--- src/rtl/smb_regbank_slave.sv ---
module smb_regbank_slave #(
  parameter int NUM_REGS = 8,
  parameter logic [6:0] SLAVE_ADDR = 7'h69,
  parameter logic [NUM_REGS*8-1:0] REG_DEFAULTS = 64'h48_03_DF_47_FF_00_A7_0D,
  parameter logic [NUM_REGS*8-1:0] REG_RO_MASK  = 64'hFF_00_00_00_00_00_00_03,
  parameter int SYNC_STAGES = 2
) (
  input  logic                  clk,
  input  logic                  rst_n,
  input  logic                  scl_i,
  input  logic                  sda_i,
  output logic                  sda_oe_o,
  output logic [NUM_REGS*8-1:0] regs_o
);
  localparam int IW = (NUM_REGS > 1) ? $clog2(NUM_REGS) : 1;
  localparam logic [6:0] LAST = 7'(NUM_REGS - 1);
  localparam logic [7:0] CNT_BYTE = 8'(NUM_REGS);

  typedef enum logic [2:0] {S_IDLE, S_RX, S_RX_ACK, S_TX, S_TX_ACK, S_WAIT} state_t;
  typedef enum logic [1:0] {B_ADDR, B_CMD, B_CNT, B_DATA} role_t;

  logic [SYNC_STAGES-1:0] scl_sync, sda_sync;
  logic scl_q, sda_q;
  logic scl_s, sda_s;
  assign scl_s = scl_sync[SYNC_STAGES-1];
  assign sda_s = sda_sync[SYNC_STAGES-1];

  always_ff @(posedge clk or negedge rst_n)
    if (!rst_n) begin
      scl_sync <= '1; sda_sync <= '1; scl_q <= 1'b1; sda_q <= 1'b1;
    end else begin
      scl_sync <= {scl_sync[SYNC_STAGES-2:0], scl_i};
      sda_sync <= {sda_sync[SYNC_STAGES-2:0], sda_i};
      scl_q <= scl_s;
      sda_q <= sda_s;
    end

  wire scl_rise  = scl_s & ~scl_q;
  wire scl_fall  = ~scl_s & scl_q;
  wire start_evt = scl_s & scl_q & sda_q & ~sda_s;
  wire stop_evt  = scl_s & scl_q & ~sda_q & sda_s;

  state_t state;
  role_t role;
  logic [3:0] bcnt;
  logic [7:0] sh, tx, rem;
  logic [6:0] ptr;
  logic blk, rd, send_cnt, mack, oe;
  logic [7:0] reg_q [NUM_REGS];

  wire in_range = ptr <= LAST;
  wire addr_hit = sh[7:1] == SLAVE_ADDR;
  wire byte_done = (state == S_RX) && scl_fall && (bcnt == 4'd8);
  wire [7:0] rd_data = in_range ? reg_q[ptr[IW-1:0]] : 8'hFF;
  wire [7:0] next_tx = (blk && send_cnt) ? CNT_BYTE : rd_data;
  wire ld_tx = scl_fall && ((state == S_RX_ACK && rd) || (state == S_TX_ACK && !mack && blk));

  assign sda_oe_o = oe;

  for (genvar g = 0; g < NUM_REGS; g++) begin : g_out
    assign regs_o[g*8 +: 8] = reg_q[g];
  end

  always_ff @(posedge clk or negedge rst_n)
    if (!rst_n) begin
      state <= S_IDLE; role <= B_ADDR; bcnt <= '0; sh <= '0; tx <= '0;
      rem <= '0; ptr <= '0; blk <= 1'b0; rd <= 1'b0; send_cnt <= 1'b0;
      mack <= 1'b1; oe <= 1'b0;
      for (int i = 0; i < NUM_REGS; i++) reg_q[i] <= REG_DEFAULTS[i*8 +: 8];
    end else if (start_evt) begin
      state <= S_RX; role <= B_ADDR; bcnt <= '0; oe <= 1'b0;
    end else if (stop_evt) begin
      state <= S_IDLE; oe <= 1'b0;
    end else begin
      case (state)
        S_RX:
          if (scl_rise && bcnt != 4'd8) begin
            sh <= {sh[6:0], sda_s};
            bcnt <= bcnt + 4'd1;
          end else if (byte_done) begin
            bcnt <= '0;
            state <= S_RX_ACK;
            oe <= 1'b1;
            case (role)
              B_ADDR:
                if (!addr_hit) begin
                  state <= S_WAIT; oe <= 1'b0;
                end else begin
                  rd <= sh[0];
                  send_cnt <= sh[0] & blk;
                  role <= B_CMD;
                end
              B_CMD:
                if (sh[7]) begin
                  if (sh[6:0] <= LAST) begin
                    blk <= 1'b0; ptr <= sh[6:0]; rem <= 8'd1; role <= B_DATA;
                  end else begin
                    state <= S_WAIT; oe <= 1'b0;
                  end
                end else begin
                  blk <= 1'b1; ptr <= '0; role <= B_CNT;
                end
              B_CNT: begin
                rem <= sh; role <= B_DATA;
              end
              default:
                if (rem != 8'd0 && in_range) begin
                  reg_q[ptr[IW-1:0]] <= (sh & ~REG_RO_MASK[ptr[IW-1:0]*8 +: 8]) |
                                        (reg_q[ptr[IW-1:0]] & REG_RO_MASK[ptr[IW-1:0]*8 +: 8]);
                  ptr <= ptr + 7'd1;
                  rem <= rem - 8'd1;
                end else begin
                  state <= S_WAIT; oe <= 1'b0;
                end
            endcase
          end
        S_RX_ACK:
          if (scl_fall) begin
            oe <= 1'b0;
            state <= S_RX;
          end
        S_TX:
          if (scl_rise) bcnt <= bcnt + 4'd1;
          else if (scl_fall) begin
            if (bcnt == 4'd8) begin
              oe <= 1'b0; state <= S_TX_ACK;
            end else begin
              tx <= {tx[6:0], 1'b0};
              oe <= ~tx[6];
            end
          end
        S_TX_ACK:
          if (scl_rise) mack <= sda_s;
          else if (scl_fall) state <= S_WAIT;
        default: ;
      endcase
      if (ld_tx) begin
        state <= S_TX;
        bcnt <= '0;
        tx <= next_tx;
        oe <= ~next_tx[7];
        if (blk && send_cnt) send_cnt <= 1'b0;
        else if (in_range) ptr <= ptr + 7'd1;
      end
    end

  a_r1_foreign_addr_released: assert property (@(posedge clk) disable iff (!rst_n)
    (byte_done && role == B_ADDR && !addr_hit && !start_evt && !stop_evt) |=> !sda_oe_o);

  a_r3_offset_refused: assert property (@(posedge clk) disable iff (!rst_n)
    (byte_done && role == B_CMD && sh[7] && sh[6:0] > LAST && !start_evt && !stop_evt)
      |=> (!sda_oe_o && state == S_WAIT));

  a_r5_bit_count_bound: assert property (@(posedge clk) disable iff (!rst_n)
    bcnt <= 4'd8);

  a_r7_readonly_hold: assert property (@(posedge clk) disable iff (!rst_n)
    1'b1 |=> $stable(regs_o & REG_RO_MASK));

  a_r9_stop_releases: assert property (@(posedge clk) disable iff (!rst_n)
    stop_evt |=> !sda_oe_o);

  a_r10_drive_change_scl_low: assert property (@(posedge clk) disable iff (!rst_n)
    !$stable(sda_oe_o) |-> !scl_s);
endmodule

--- config.mk ---
export PLATFORM = sky130hd
export DESIGN_NAME = smb_regbank_slave
export DESIGN_NICKNAME = d
export VERILOG_FILES = /design/src/rtl/smb_regbank_slave.sv
export SDC_FILE = /design/constraint.sdc
export NUM_CORES = 1
export LEC_CHECK = 0
export ABC_AREA = 1
export BUFFER_PORTS_ARGS = -buffer_cell sky130_fd_sc_hd__clkbuf_2
export CAP_MARGIN = 10
export CORE_AREA = 2 2 110 112
export DETAILED_ROUTE_END_ITERATION = 10
export DIE_AREA = 0 0 112 114
export GPL_TIMING_DRIVEN = 0
export PLACE_DENSITY = 0.75
export SKIP_CTS_REPAIR_TIMING = 1
export SYNTH_ARGS = -nofsm -noshare
export SYNTH_HDL_FRONTEND = slang
export SYNTH_SLANG_ARGS = --single-unit
--- constraint.sdc ---
create_clock -name clk -period 2.4 [get_ports clk]
set_input_delay 0.36 -clock clk [delete_from_list [all_inputs] [get_ports clk]]
set_output_delay 0.36 -clock clk [all_outputs]
set_load 0.01 [all_outputs]
==> summary.txt, run 1 <==
Clock tree
  • Num CTS Buffers: 17
  • Reg clk slew, reported paths: ~0.060 ns
  • CTS Root Cell: clkbuf_16
  • H-tree Lvls: 4
  • # clock sinks: between 100 and 150
  • CTS tree: built
  • Worst skew pair latency: 0.43 ns
  • Longest Clk Path Bufs: 2

Setup path
  • Worst setup path category: reg -> reg
  • FF-to-FF path depth: 8
  • WP buf/inv: 3
  • Critical Path RT: 2.68 ns
  • Top delay family on crit path: compound AO/OA/AOI/OAI gates
  • Crit path launch type: flip-flop
  • Worst r2r src: ptr[1]
  • Reg-to-reg slack, setup: about 0.094 ns
  • Max FO, Critical Path: 10
  • Slowest stage delay, CP: between 0.5 and 0.6 ns
  • Reg-to-reg endpoint: regs_o[18]
  • Crit-path slowest cell: o21ai_2
  • Cell Chain, Critical Path: buf_6, buf_2, inv_2, a21oi_1, o21ai_0, nand2_1, o21ai_2, o21ai_1
  • Crit. End Element: flip-flop
  • Worst EP arrival: 2.59 ns

Die
  • Num ports: roughly 70
  • Core area: ~12000 um2
  • Die area: about 13000 um2
  • Die width: 112 um
  • FP Rows: 40
  • Die Span Y: 114 um
  • Initial Util: between 50% and 60%

Finish
  • Area grow syn2layout: 19.0%
  • Register area: 2900 um2
  • # diodes: 0
  • Share of post-route cells with drive strength above 1: ~22%
  • Fillers: approximately 1000
  • Nets: between 900 and 1000
  • Area of the multi-input gates: approximately 3000 um2
  • Final core utilization: between 60 and 70%

Power and ir drop
  • Sw frac: between 30% and 40%
  • VDD IR max: between 0.7 and 0.8 mV
  • NetSw: roughly 0.0023 W
  • Reg power frac: between 30% and 40%
  • Power per Cell Area: between 800 and 900 nW/um2
  • Tot Pwr: 0.00657 W
  • Int Power: 0.00423 W
  • Clock power frac: 41.9%
  • Combinational fraction of design power: 24.4%
  • Lkg Pwr: 3.90 nW

Detailed routing
  • Routed wire length: 17100 um
  • Via density: 5.46
  • DR DRC count: 0
  • Total iterations of the first detailed-routing run: 6
  • Iter 0 DRT Violations: ~550
  • Wire per inst: approximately 16 um
  • Antenna-violating nets left: 0
  • Via count: roughly 5900

Timing
  • Worst-margin pin slew: roughly 0.76 ns
  • Hold WS: -0.0202 ns
  • Tmin final: around 2.3 ns
  • RSZ-0062 raised after global routing: no
  • Rel. slew slack: about half
  • Max Clk Rate: approximately 430 MHz
  • Final worst slack: 0.0940 ns
  • Final setup vio count: 0
  • Fin. Hold Viols: 17
  • Clk_skew: 0.00977 ns
  • Period utilization: 96.1%
  • Final Max Tran Viols: 0

Global routing
  • Grt met2 use: a little over two fifths
  • Pin count of the biggest net entering global routing: around 120
  • Total GRT Usage: between 20% and 30%
  • Number of global-route vias before repair: about 5500
  • Global-route wire length before repair: around 28000 um
  • GR Overflow Total: 0
  • GR Util met1: between 30% and 40%
  • Gr busiest metal: met2
  • M3 GR Usage: under 10%
  • Antenna violations before repair: 0

Placed design
  • Number of port buffers: 68
  • Gp weighted congestion: just over 0.9
  • Post-DP HPWL: about 12000 um
  • Post-place setup slack: about 0.16 ns

Yosys
  • Synth unique cells: 49
  • Synth Warn #: 0
  • Cell taking the most area after synthesis: dfrtp_1
  • Top cell type's share of synthesized area: roughly 30%
  • Seq/Total Area, Yosys: a little under half
  • Post-synth EDFFs: 0
  • Yosys reg bits: approximately 110
  • Ys flop type: dfrtp_1
  • Async set or reset register ratio after synthesis: 100%
  • Synth Cell Area: about 6300 um2
  • Main area contributors after synthesis: dfrtp_1 30%, nand2_1 20%, dfstp_2 16%
  • Avg Cell Area, Syn: between 7 and 8 um2
  • Syn Nets: about 850
  • Post-synthesis instance total: about 830

Hold path
  • Worst hold path class: in -> async

Run status
  • Status: complete, but fails checks
  • Failing checks: hold timing

Run
  • Max_cap viols: 0
[Yosys cell counts, types with 8 or more instances]
| cell type | number |
|---|---|
| nand2_2 | 9 |
| nor2_1 | 61 |
| o21ai_1 | 14 |
| dfstp_2 | 38 |
| a21oi_1 | 32 |
| o21ai_0 | 51 |
| dfrtp_1 | 76 |
| nand2_1 | 338 |
| inv_2 | 9 |
| nand3_1 | 38 |
| nand4_1 | 8 |
| ha_1 | 10 |
| inv_1 | 63 |
[sequential cells by signal (all words and copies together), names as in the netlist, 2 cells and up]
register and count:
rem 8, sda_sync 2, bcnt 4, scl_sync 2
role 2, regs_o 64, state 3, sh 8
ptr 7, tx 7
[logic make-up after synthesis]
| kind of cell | Yosys count | synth area share (%) |
|---|---|---|
| compound gates | 122 | 10.9 |
| xor+xnor | 6 | 0.831 |
| fa+ha+maj | 10 | 1.98 |
| buf+inv | 96 | 6.75 |
| flops | 114 | 45.9 |
| simple gates | 486 | 33.7 |
[power by group through the flow]
| stage | Combinational, W | Clock [W] | Sequential, W |
|---|---|---|---|
| floorplan | 0.00109 | 0 | 0.00219 |
| global placement | 0.00154 | 0 | 0.00225 |
| detailed placement | 0.00156 | 0 | 0.00225 |
| CTS | 0.00158 | 0.00278 | 0.00222 |
| global route | 0.00174 | 0.00287 | 0.00224 |
| finish | 0.00160 | 0.00275 | 0.00222 |
[through the flow]
stage                     cell area [um2]  setup TNS, ns  instances
after floorplan                      6320              0        834
after global placement               6850         -54.69       1049
after detailed placement             6890              0       1050
after CTS                            7530              0       1082
after global routing                 7530              0       1082
final                                7530              0       1082
[area by class of cell]
| class | instances | share of cell area, % |
|---|---|---|
| inverter | 80 | 4.34 |
| clock buffer | 18 | 5.83 |
| clock inverter | 14 | 2.71 |
| timing repair buffer | 69 | 5.00 |
| sequential | 114 | 38.5 |
| multi-input combinational | 624 | 39.8 |
| buffer | 16 | 1.33 |
| tap | 147 | 2.44 |
[layer usage]
metal | routed length [um] | share of wire [%] | up-vias
met5 | 0 | 0 | -
met2 | 7810 | 46 | 250
met1 | 7540 | 44 | 2759
met3 | 1190 | 7.0 | 41
met4 | 542 | 3.2 | 0
li1 | - | - | 2853
[worst register-to-register path, cell delays in order (launching register included)]
cell and delay, ns:
dfrtp_1 0.40, buf_6 0.16, buf_2 0.20, inv_2 0.17, a21oi_1 0.06, o21ai_0 0.32
nand2_1 0.16, o21ai_2 0.56, o21ai_1 0.12
[cells in the final DEF, fill, tap and decap left out, types with 4 or more instances in the layout]
cell type    n
o21ai_2      7
nor2_4       7
nand4_1      8
a21oi_1     32
nor2_1      61
clkbuf_16   17
o21ai_1     14
inv_2        9
nor3_1       4
inv_4        5
dfstp_2     38
nand2_2      9
xor2_1       5
dfrtp_1     76
inv_1       63
o21ai_0     51
nand3_1     38
bufinv_16    4
clkbuf_2    67
ha_1        10
nor2_2       4
buf_2        5
clkinv_4     4
a22oi_1      6
nand2_1    338
[how the worst max path moves through the flow]
stage	cells after the start	slack, ns	endpoint	start
6_report	8	0.09	regs_o[18]	ptr[1]
5_1_grt	8	0.02	regs_o[50]	ptr[1]
4_1_cts	8	0.13	regs_o[18]	ptr[1]
3_5_place_dp	11	0.16	regs_o[18]	ptr[0]
3_3_place_gp	1	-0.73	regs_o[37]	rst_n
2_1_floorplan	11	0.60	regs_o[18]	bcnt[0]
(Power assumes the default switching activity.)
==> run 2: changes to the inputs <==
==> constraint.sdc (replaced) <==
create_clock -name clk -period 2.4 [get_ports clk]
set_input_delay 0.24 -clock clk [delete_from_list [all_inputs] [get_ports clk]]
set_output_delay 0.24 -clock clk [all_outputs]
set_load 0.01 [all_outputs]
==> run 2 against run 1 <==
- the flow now finishes without violations
- total power up 0.10%
- non-clock buffer count rose by 3
- register-to-register slack about the same
- worst hold slack better by 0.37 ns
- worst setup slack got worse by 0.0085 ns
- flip-flop and latch count stayed put
- critical path type unchanged
- critical endpoint unchanged
- largest cell class unchanged
==> summary.txt, run 2 (synthesized netlist as in run 1, its figures left out) <==
Finish
  • # diodes: 0
  • Area of the multi-input gates: 3000 um2
  • Leading cell type in the layout, fill and taps excluded: nand2_1
  • Final instance area: 7560 um2
  • Nets: 939
  • Area grow syn2layout: 19.5%
  • Final core utilization: between 60% and 70%
  • Max reg flops: 64
  • Fillers: a little over 1000
  • Final Non-Filler Cells: roughly 1100
  • Share of post-route cells with drive strength above 1: roughly 22%
  • Commonest non-fill, non-tap cells in the layout: 338 x nand2_1, 76 x dfrtp_1, 67 x clkbuf_2
  • Register area: about 2900 um2

Power and ir drop
  • Lkg Pwr: between 3 and 4 nW
  • Sw frac: 35.6%
  • Reg power frac: 33.8%
  • NetSw: between 0.002 and 0.0025 W
  • Power per Cell Area: slightly below 900 nW/um2
  • Int Power: 0.00424 W
  • Clock power frac: roughly two fifths
  • VDD IR max: between 0.7 and 0.8 mV
  • Combinational fraction of design power: 24.3%

Placed design
  • Gp weighted congestion: 0.917
  • Dpl cells: approximately 1100
  • Area after DPL: ~6900 um2
  • Number of port buffers: approximately 70
  • Post-DP HPWL: ~12000 um

Die
  • Die Span Y: 114 um
  • Die area: about 13000 um2
  • FP Rows: 40
  • Core area: 11700 um2
  • Num ports: 69
  • Initial Util: a little over half
  • Die width: 112 um

Timing
  • Clk_skew: around 0.0081 ns
  • RSZ-0062 raised after global routing: no
  • Period utilization: 96.4%
  • Final Max Tran Viols: 0
  • Worst-margin pin slew: between 0.7 and 0.8 ns
  • Final setup vio count: 0
  • Fin. Hold Viols: 0
  • Max Clk Rate: 432 MHz
  • Tmin final: around 2.3 ns
  • Rel. slew slack: approximately half

Clock tree
  • H-tree Lvls: 4
  • Num CTS Buffers: 17
  • Worst skew pair latency: 0.42 ns
  • Longest Clk Path Bufs: 2
  • Reg clk slew, reported paths: approximately 0.06 ns
  • CTS tree: built
  • # clock sinks: approximately 110
  • CTS Root Cell: clkbuf_16

Global routing
  • Number of global-route vias before repair: about 5500
  • Global-route wire length before repair: approximately 28000 um
  • Pin count of the biggest net entering global routing: between 100 and 150
  • Antenna violations before repair: 0
  • GR Overflow Total: 0
  • Total GRT Usage: 28.0%

Detailed routing
  • Routed wire length: ~17000 um
  • Via count: a little under 6000
  • Met2 WL: about 7900 um
  • DR DRC count: 0
  • Total iterations of the first detailed-routing run: 6
  • Iter 0 DRT Violations: 546
  • Via density: ~5.4
  • WL met3: between 1000 and 1500 um
  • Met1 wire length: between 7000 and 8000 um
  • Wire per inst: 15.8 um
  • Antenna-violating nets left: 0
  • Highest Signal Layer: met4

Setup path
  • Max FO, Critical Path: 10
  • Crit-path slowest cell: o21ai_2
  • Worst setup path category: reg -> reg
  • Slowest stage delay, CP: between 0.5 and 0.6 ns
  • Crit. End Element: flip-flop
  • Critical Path RT: approximately 2.7 ns
  • Reg-to-reg slack, setup: roughly 0.086 ns
  • Crit path launch type: flip-flop
  • Worst EP arrival: 2.60 ns
  • Cell Chain, Critical Path: buf_6, buf_2, inv_2, a21oi_1, o21ai_0, nand2_1, o21ai_2, o21ai_1

Run
  • Max_cap viols: 0

Hold path
  • Worst hold path class: reg -> reg

Run status
  • Status: finished clean
-- run 2: through the flow --
step                setup TNS, ns  power [W]  worst slack [ns]  hold slack (ns)
floorplan                       0    0.00328             0.603          -0.0556
global placement           -45.51    0.00379            -0.611            0.327
detailed placement              0    0.00381             0.155            0.329
CTS                             0    0.00658             0.126           -0.124
global route                    0    0.00686            0.0180            0.358
finish                          0    0.00658            0.0855            0.354
-- run 2: routing by layer --
metal  GRT usage (%)  vias up
met5               0        -
met3            7.12       42
li1                -     2846
met4            12.8        0
met1            37.1     2726
met2            43.8      261
-- run 2: layout make-up --
| class | instances | area share [%] |
|---|---|---|
| multi-input combinational | 624 | 39.7 |
| tap | 147 | 2.43 |
| clock buffer | 18 | 5.81 |
| timing repair buffer | 72 | 5.38 |
| clock inverter | 14 | 2.70 |
| sequential | 114 | 38.4 |
| inverter | 80 | 4.32 |
| buffer | 16 | 1.32 |
-- run 2: worst max-delay path: cells and delay by family (launching register included) --
kind	cells	cell delay, ns
and+or+nand+nor	1	0.16
AOI/OAI and AO/OA	4	1.08
buffers and inverters	3	0.53
DFF	1	0.41
-- run 2: final timing paths --
check                       startpoint          end  cells after the start
min in group asynchronous        rst_n        tx[0]                      3
min reg2reg                sda_sync[0]  sda_sync[1]                      0
min                        sda_sync[0]  sda_sync[1]                      0
max in group asynchronous        rst_n       rem[0]                      3
max                             ptr[1]   regs_o[18]                      8
max reg2reg                     ptr[1]   regs_o[18]                      8
-- run 2: power groups by stage --
stage / combinational, W / clock, W / sequential (W)
2_1_floorplan: 0.00109 / 0 / 0.00219
3_3_place_gp: 0.00154 / 0 / 0.00225
3_5_place_dp: 0.00156 / 0 / 0.00225
4_1_cts: 0.00158 / 0.00278 / 0.00222
5_1_grt: 0.00174 / 0.00287 / 0.00224
6_report: 0.00160 / 0.00275 / 0.00222
==> run 3: changes to the inputs <==
Settings changed: CORE_AREA 2 2 110 112 to 2 2 113 115, DIE_AREA 0 0 112 114 to 0 0 115 117.
Clock period 2.4 ns to 1.9 ns, I/O delays scaled along.
==> run 3 against run 2 <==
- the flow now finishes with violations (setup timing)
- register-to-register slack got worse by 0.15 ns
- maximum frequency is 18% higher
- clock power up 20%
- worst setup slack got worse by 0.15 ns
- critical path type unchanged
==> summary.txt, run 3 (synthesized netlist as in run 1, its figures left out) <==
Die
  • Die area: approximately 13000 um2
  • Die Span Y: approximately 120 um
  • Num ports: 69
  • Die width: 115 um
  • FP Rows: 41
  • Core area: between 10000 and 15000 um2
  • Initial Util: 51.4%

Detailed routing
  • Routed wire length: ~19000 um
  • Antenna-violating nets left: 0
  • Total iterations of the first detailed-routing run: 5
  • Wire per inst: about 17 um
  • Via count: 6240
  • Iter 0 DRT Violations: between 700 and 800
  • DR DRC count: 0
  • Via density: between 5 and 6

Setup path
  • Worst setup path category: reg -> reg
  • Crit path launch type: flip-flop
  • Crit. End Element: flip-flop
  • Crit path launch: ptr[0]
  • Worst r2r src: ptr[0]
  • Critical Path RT: 2.26 ns
  • Max FO, Critical Path: 9
  • Worst EP arrival: about 2.3 ns

Global routing
  • Total GRT Usage: ~27%
  • Antenna violations before repair: 0
  • Number of global-route vias before repair: 5511
  • GR Overflow Total: 0
  • Global-route wire length before repair: roughly 28000 um
  • Pin count of the biggest net entering global routing: between 100 and 150

Finish
  • Max reg flops: 64
  • Fillers: ~1000
  • Commonest non-fill, non-tap cells in the layout: 323 x nand2_1, 73 x dfrtp_1, 69 x clkbuf_2
  • Nets: just under 1000
  • Final core utilization: about 67%
  • Register area: between 2000 and 3000 um2
  • Share of post-route cells with drive strength above 1: approximately 30%
  • Area grow syn2layout: 30.7%
  • Leading cell type in the layout, fill and taps excluded: nand2_1
  • # diodes: 0
  • Area of the multi-input gates: around 3300 um2

Run status
  • Status: complete, but fails checks
  • Failing checks: setup timing

Timing
  • Tmin final: 1.97 ns
  • Setup TNS: -0.391 ns
  • Hold WS: 0.357 ns
  • Final setup vio count: 15
  • Period utilization: 104%
  • Fin. Hold Viols: 0
  • Final Max Tran Viols: 0
  • Rel. slew slack: about three fifths
  • Final worst slack: -0.0680 ns
  • Worst-margin pin slew: a little under 0.6 ns
  • RSZ-0062 raised after global routing: yes
  • Max Clk Rate: between 500 and 600 MHz
  • Clk_skew: between 0.01 and 0.015 ns

Clock tree
  • CTS tree: built
  • H-tree Lvls: 4
  • CTS Root Cell: clkbuf_16
  • # clock sinks: approximately 110
  • Num CTS Buffers: 17
  • Longest Clk Path Bufs: 2
  • Reg clk slew, reported paths: about 0.06 ns
  • Worst skew pair latency: 0.43 ns

Power and ir drop
  • Power per Cell Area: between 1000 and 1500 nW/um2
  • VDD IR max: about 0.76 mV
  • Tot Pwr: 0.00908 W
  • Lkg Pwr: 4.18 nW

Placed design
  • Number of port buffers: 68
  • Post-DP HPWL: 12200 um
  • Gp weighted congestion: around 0.89

Hold path
  • Hold_sp: sda_sync[0]
  • Worst hold path class: reg -> reg

Run
  • Max_cap viols: 0
[run 3: cell count changes in the layout (fill, tap and decap cells not counted), moves of 5 or more]
cell | previous run | this run
buf_4 | 3 | 41
ha_1 | 10 | 5
inv_1 | 63 | 56
nand2_1 | 338 | 323
nand2_2 | 9 | 18
nand2_4 | 2 | 7
nor2_1 | 61 | 50
nor2_2 | 4 | 12
[run 3: final cells by class]
type,instances,share of cell area (%)
sequential,114,35.1
inverter,80,4.33
timing repair buffer,116,9.62
buffer,15,1.71
clock inverter,12,1.92
timing repair inverter,1,0.0605
clock buffer,19,5.48
multi-input combinational,624,39.5
tap,150,2.27
[run 3: power breakdown]
group	switching [W]	internal, W	total (W)
Clock	0.00119	0.00212	0.00331
Sequential	0.000265	0.00260	0.00287
Combinational	0.00185	0.00105	0.00290
[run 3: critical path: stages (launching register included)]
cell and delay, ns:
dfrtp_1 0.41, buf_6 0.16, inv_8 0.08, nor2_2 0.05
nand2_1 0.08, nand2_2 0.09, nor2_4 0.18, nand3_4 0.15
buf_12 0.18, nor2_4 0.20, buf_6 0.16, nand2_2 0.06
nand2_2 0.08
[run 3: metal layers]
layer / track usage [%] / vias up / wire, um
li1: - / 2942 / -
met1: 36.2 / 2905 / 7810
met2: 43.2 / 321 / 9240
met3: 6.23 / 72 / 1420
met4: 11.6 / 0 / 805
met5: 0 / - / 0
[run 3: metrics by stage]
step	worst slack, ns	instance area, um2	instances
2_1_floorplan	0.103	6320	834
3_3_place_gp	-1.07	6850	1052
3_5_place_dp	-0.294	6890	1053
4_1_cts	-0.334	7500	1084
5_1_grt	-0.197	8270	1131
6_report	-0.0680	8270	1131
[run 3: worst paths after layout]
kind	endpoint	slack (ns)	cells past startpoint
max reg2reg	regs_o[12]	-0.07	12
min in group asynchronous	rem[7]	0.41	3
min reg2reg	sda_sync[1]	0.36	0
max in group asynchronous	ptr[2]	1.00	3
max	regs_o[12]	-0.07	12
min	sda_sync[1]	0.36	0
